==> config.mk <==
export PLATFORM = sky130hd
export DESIGN_NAME = rv_dehasher
export DESIGN_NICKNAME = d
export VERILOG_FILES = /design/src/rtl/dehash_pkg.sv /design/src/rtl/gap_insert.sv /design/src/rtl/dh_ctrl.sv /design/src/rtl/dh_datapath.sv /design/src/rtl/rv_dehasher.sv
export SDC_FILE = /design/constraint.sdc
export NUM_CORES = 1
export LEC_CHECK = 0
export BUFFER_PORTS_ARGS = -buffer_cell sky130_fd_sc_hd__buf_2
export CAP_MARGIN = 0
export CORE_ASPECT_RATIO = 0.6
export CORE_MARGIN = 4
export CORE_UTILIZATION = 45
export CTS_CLUSTER_SIZE = 20
export DETAILED_ROUTE_END_ITERATION = 8
export PLACE_DENSITY = 0.73
export SLEW_MARGIN = 20
export SYNTH_ARGS = -nofsm -noshare
export SYNTH_HDL_FRONTEND = slang
export SYNTH_HIERARCHICAL = 1
export SYNTH_SLANG_ARGS = --single-unit
==> constraint.sdc <==
create_clock -name clk -period 1.1 [get_ports clk]
set_clock_uncertainty 0.15 [all_clocks]
set_input_delay 0.055 -clock clk [delete_from_list [all_inputs] [get_ports clk]]
set_output_delay 0.055 -clock clk [all_outputs]
set_load 0.01 [all_outputs]
==> src/rtl/dehash_pkg.sv <==
package dehash_pkg;
  localparam int NFIX     = 5;   // candidate target bits
  localparam int VEC_W    = 16;  // selection mask width
  localparam int MAX_CHAN = 16;
  localparam int SHIFT    = 8;

  typedef struct packed {
    logic            load;
    logic            err;
    logic [NFIX-1:0] fixEn;
  } dhStrobeT;

  // target bit of correction step k: 8,9,12,13,14
  function automatic int fixPos(int k);
    return (k < 2) ? SHIFT + k : 10 + k;
  endfunction

  function automatic logic [63:0] fixMask();
    logic [63:0] m = '0;
    for (int k = 0; k < NFIX; k++) m[fixPos(k)] = 1'b1;
    return m;
  endfunction
endpackage

==> src/rtl/gap_insert.sv <==
module gap_insert #(
  parameter int W   = 16,
  parameter int POS = 10,
  parameter int GAP = 2
) (
  input  logic [W-1:0]     din,
  output logic [W+GAP-1:0] dout
);
  // GAP zero bits at POS, upper bits move up
  assign dout = {din[W-1:POS], {GAP{1'b0}}, din[POS-1:0]};
endmodule

==> src/rtl/dh_ctrl.sv <==
module dh_ctrl import dehash_pkg::*; #(
  parameter int CNT_W = 5
) (
  input  logic             clk,
  input  logic             rstN,
  input  logic             inValid,
  input  logic [CNT_W-1:0] totalChan,
  input  logic             gran2k,
  output dhStrobeT         ctl
);
  logic [CNT_W-1:0]   chanM1;
  logic               chanOk;
  logic [VEC_W-1:0]   baseVec;
  logic [VEC_W+1:0]   vecFine;
  logic [VEC_W+2:0]   vecCoarse;
  logic [VEC_W-1:0]   selVec;
  logic [NFIX-1:0]    fixEn;
  logic               unusedBits;

  assign chanM1  = totalChan - 1'b1;
  assign chanOk  = (totalChan >= CNT_W'(2)) && (totalChan <= CNT_W'(MAX_CHAN)) &&
                   ((totalChan & chanM1) == '0);
  assign baseVec = VEC_W'(chanM1) << SHIFT;

  gap_insert #(.W(VEC_W), .POS(10), .GAP(2)) u_gapFine   (.din(baseVec), .dout(vecFine));
  gap_insert #(.W(VEC_W), .POS(9),  .GAP(3)) u_gapCoarse (.din(baseVec), .dout(vecCoarse));

  assign selVec = gran2k ? vecCoarse[VEC_W-1:0] : vecFine[VEC_W-1:0];
  assign unusedBits = ^{vecFine[VEC_W+1:VEC_W], vecCoarse[VEC_W+2:VEC_W], selVec};

  for (genvar k = 0; k < NFIX; k++) begin : g_sel
    localparam int P = fixPos(k);
    assign fixEn[k] = chanOk & selVec[P];
  end

  always_comb begin
    ctl.load  = inValid;
    ctl.err   = ~chanOk;
    ctl.fixEn = fixEn;
  end

  // bit 8 is in the mask for every legal count
  a_r3_low_bit: assert property (@(posedge clk) disable iff (!rstN)
    (ctl.load && !ctl.err) |-> ctl.fixEn[0]);
  // an illegal count selects nothing
  a_r8_no_fix: assert property (@(posedge clk) disable iff (!rstN)
    ctl.err |-> (ctl.fixEn == '0));
endmodule

==> src/rtl/dh_datapath.sv <==
module dh_datapath import dehash_pkg::*; #(
  parameter int ADDR_W = 48
) (
  input  logic              clk,
  input  logic              rstN,
  input  dhStrobeT          ctl,
  input  logic [ADDR_W-1:0] inAddr,
  input  logic [3:0]        hashEn,
  output logic              outValid,
  output logic [ADDR_W-1:0] outAddr,
  output logic              outErr
);
  localparam logic [ADDR_W-1:0] KEEP = ~ADDR_W'(fixMask());

  logic [ADDR_W-1:0] stage [NFIX+1];
  assign stage[0] = inAddr;

  // steps run low to high, each on the previous result
  for (genvar k = 0; k < NFIX; k++) begin : g_step
    localparam int P = fixPos(k);
    logic par;
    assign par = ^(hashEn & {stage[k][40+k], stage[k][30+k], stage[k][21+k], stage[k][16+k]});
    assign stage[k+1] = stage[k] ^ (ADDR_W'(ctl.fixEn[k] & par) << P);
  end

  always_ff @(posedge clk or negedge rstN) begin
    if (!rstN) begin
      outValid <= 1'b0;
      outAddr  <= '0;
      outErr   <= 1'b0;
    end else begin
      outValid <= ctl.load;
      if (ctl.load) begin
        outAddr <= stage[NFIX];
        outErr  <= ctl.err;
      end
    end
  end

  a_r1_latency: assert property (@(posedge clk) disable iff (!rstN)
    ctl.load |=> outValid);
  a_r1_idle: assert property (@(posedge clk) disable iff (!rstN)
    !ctl.load |=> !outValid);
  a_r2_hold: assert property (@(posedge clk) disable iff (!rstN)
    !ctl.load |=> ($stable(outAddr) && $stable(outErr)));
  a_r6_untouched: assert property (@(posedge clk) disable iff (!rstN)
    ctl.load |=> (((outAddr ^ $past(inAddr)) & KEEP) == '0));
  a_r8_err_pass: assert property (@(posedge clk) disable iff (!rstN)
    (ctl.load && ctl.err) |=> (outErr && outAddr == $past(inAddr)));
endmodule

==> src/rtl/rv_dehasher.sv <==
module rv_dehasher import dehash_pkg::*; #(
  parameter int ADDR_W = 48,
  parameter int CNT_W  = 5
) (
  input  logic              clk,
  input  logic              rstN,
  input  logic              inValid,
  input  logic [ADDR_W-1:0] inAddr,
  input  logic [CNT_W-1:0]  totalChan,
  input  logic              gran2k,
  input  logic [3:0]        hashEn,
  output logic              outValid,
  output logic [ADDR_W-1:0] outAddr,
  output logic              outErr
);
  dhStrobeT ctl;

  dh_ctrl #(.CNT_W(CNT_W)) u_ctrl (
    .clk(clk), .rstN(rstN), .inValid(inValid), .totalChan(totalChan),
    .gran2k(gran2k), .ctl(ctl));

  dh_datapath #(.ADDR_W(ADDR_W)) u_dp (
    .clk(clk), .rstN(rstN), .ctl(ctl), .inAddr(inAddr), .hashEn(hashEn),
    .outValid(outValid), .outAddr(outAddr), .outErr(outErr));
endmodule

==> impl_metrics.yaml <==
setup_path:
  cp.arrival_ns: 2.15
  path_cells: "buf_12 -> inv_16 -> ha_4 -> inv_2 -> or3_1 -> ha_2 -> or4_4 -> buf_12 -> a2111oi_4 -> nand3b_1 -> mux2_4 -> nand3_2"
  rr_endpoint: "u_dp/outAddr[15]"
  cp.required_ns: 1.19
  reg2reg_depth: 1
  start_kind: "input port"
  max_stage_delay_ns: 0.46
  path_common_cell: "buf_12"
  crit_slowest_cell: "or4_4"
  worst-path-max-fanout: 4
  critPathCaptureType: "flip-flop"
  critical_path_class: "in2reg"
  r2r_setup_slack_ns: 0.16
  r2r_start: "u_dp/outAddr[15]"
power:
  pwr_density_cell_nw_per_um2: 1150
  switchingPower_mw: 1.29
  combPwrFrac_pct: 27.6
  ir_drop_uv: 870
  total_leakage_power_nw: 1.92
  intPower_mw: 3.41
  sw_frac_of_total_pct: 27.5
  sequentialPowerShare_pct: 45.1
  p_clk_share_pct: 27.3
die:
  rows: 20
  num_io_pins: 111
  die_width_um: 105
  fp.dieH_um: 66.3
  dieArea_um2: 6970
  coreArea_um2: 5260
  initial_core_util_pct: 48.5
detailed_routing:
  wl_per_cell_um: 16.2
  drcViolationCount: 0
  drtPass1Iterations: 4
  num_vias: 2181
  vias_per_cell: 4.89
  postRouteAntennaNets: 0
  drt-total-wl_mm: 7.21
  drt_iter0_drc: 100
clock_network:
  cts_buffers: 5
  cts-root-buf: "clkbuf_8"
  clk_pin_slew_worst_paths_ns: 0.09
  cts_tree: "built"
  ctsLongestPathBuffers: 2
  clock_sinks: 50
  cts_max_level: 2
  clk_latency_ns: 0.30
timing:
  worst-slew-pin-transition_ns: 0.847
  min_period_over_period_pct: 187
  finalCriticalPeriod_ns: 2.06
  rsz0062_at_grt: "true"
  setup_viol: 6
  fmax_ghz: 0.486
  final_hold_viol_count: 0
  final-max-slew-violation-count: 0
  fin_ws_ns: -0.957
  maxSlewHeadroom_pct: 43.1
  fin_hold_ws_ns: 0.0113
logic_synthesis:
  synthCells: 209
  synthesis.area_um2: 2550
  avgSynthCellArea_um2: 12.2
  synth_fp_nets: 276
  yosys_warnings: 6
global_routing:
  gr-total-overflow: 0
  grt_pass1_wl_mm: 11.8
  grt_usage_pct: 21.9
  grt_pass1_vias: 2408
  antenna_found_initial: 0
  grt_max_degree: 51
placement:
  dp_hpwl_mm: 4.88
  place_ws_ns: -1.38
  postPlaceCellArea_um2: 3350
  io_buffers: 110
  gp_congestion: 0.880
cells_and_area:
  final_area_um2: 4100
  syn2layout_area_growth_pct: 61.1
  diodes: 0
  nNetsFinal: 446
  drive_gt1_share_pct: 54.2
  finish.utilization_pct: 78.1
  fillCellCount: 363
run:
  cap_violations: 0
worst_hold_path:
  hold_end: "u_dp/outAddr[13]"
  hold_depth: 4
  worstHoldStart: "inAddr[13]"
  hp-class: "in2reg"
status:
  status: "complete, but fails checks"
  violations: "negative setup slack"
-- stage by stage --
| step | power [mW] | TNS [ns] | std cells |
|---|---|---|---|
| floorplan | 2.77 | -6.04 | 209 |
| global placement | 3.22 | -7.54 | 382 |
| detailed placement | 3.25 | -7.97 | 382 |
| global route | 4.97 | -5.73 | 446 |
| finish | 4.71 | -5.48 | 446 |
| CTS | 4.73 | -5.42 | 444 |
-- worst max-delay path by stage --
stage,startpoint,to,slack (ns)
final,totalChan[0],u_dp/outAddr[8],-0.96
after global routing,totalChan[0],u_dp/outAddr[8],-1.00
after CTS,totalChan[0],u_dp/outAddr[13],-0.93
after detailed placement,totalChan[0],u_dp/outAddr[8],-1.38
after global placement,totalChan[0],u_dp/outAddr[9],-1.29
after floorplan,totalChan[0],u_dp/outAddr[14],-1.03
-- layout make-up --
cell class | instances | area [um^2] | share of cell area [%]
Clock buffer | 6 | 72.6 | 1.77
Sequential cell | 50 | 1250 | 30.5
Multi-Input combinational cell | 132 | 1300 | 31.8
Inverter | 8 | 58.8 | 1.43
Timing Repair Buffer | 182 | 1300 | 31.6
Clock inverter | 2 | 37.5 | 0.915
Tap cell | 66 | 82.6 | 2.01
-- worst max-delay path, delay by kind of cell --
family / cells / cell delay, ns
simple gates: 4 / 0.94
buf+inv: 4 / 0.36
fa+ha+maj: 2 / 0.30
mux: 1 / 0.28
compound gates: 1 / 0.21
-- power by group through the flow --
stage          registers (mW)  clock network, mW  logic, mW
6_report                 2.12               1.29       1.30
3_5_place_dp             2.15                  0       1.10
2_1_floorplan            2.25                  0      0.520
5_1_grt                  2.15               1.42       1.41
3_3_place_gp             2.14                  0       1.08
4_1_cts                  2.12               1.32       1.29
-- state kept, by name, indices dropped and copies added (netlist names) --
| signal | count |
|---|---|
| u_dp/outAddr | 48 |
| u_dp/outErr | 1 |
| u_dp/outValid | 1 |
-- per-layer routing --
metal  global-route usage [%]  vias up  wire [um]
li1                         -     1051          -
met1                     26.2     1041       3200
met2                     39.6       80       3430
met3                     6.05        9        493
met4                     5.40        0         75
met5                        0        -          0
-- cell usage in the layout, fill, tap and decap left out --
| master | count |
|---|---|
| xnor2_1 | 15 |
| ha_1 | 4 |
| nand2b_1 | 5 |
| nor4_4 | 1 |
| clkbuf_8 | 5 |
| o41a_1 | 1 |
| buf_2 | 108 |
| ha_2 | 1 |
| inv_2 | 1 |
| nand3b_1 | 10 |
| dlygate4sd3_1 | 50 |
| nand2_1 | 25 |
| inv_12 | 1 |
| ha_4 | 1 |
| buf_4 | 18 |
| mux2_2 | 43 |
| inv_16 | 1 |
| nand3_2 | 5 |
| or3_1 | 2 |
| mux2i_1 | 5 |
| a211o_2 | 1 |
| mux2_4 | 6 |
| inv_1 | 5 |
| or4_4 | 1 |
| clkbuf_1 | 1 |
| clkinvlp_4 | 1 |
| buf_12 | 6 |
| conb_1 | 1 |
| bufinv_16 | 1 |
| dfrtp_1 | 50 |
| a2111oi_4 | 5 |
-- timing repair --
action	CTS	global route
hold endpoints to repair	99	0
setup buffers	4	2
pin swaps	7	4
endpoints found under the setup margin	6	6
hold buffers	50	0
resized for setup	14	0
No activity file was read; power rests on OpenSTA's default activity.
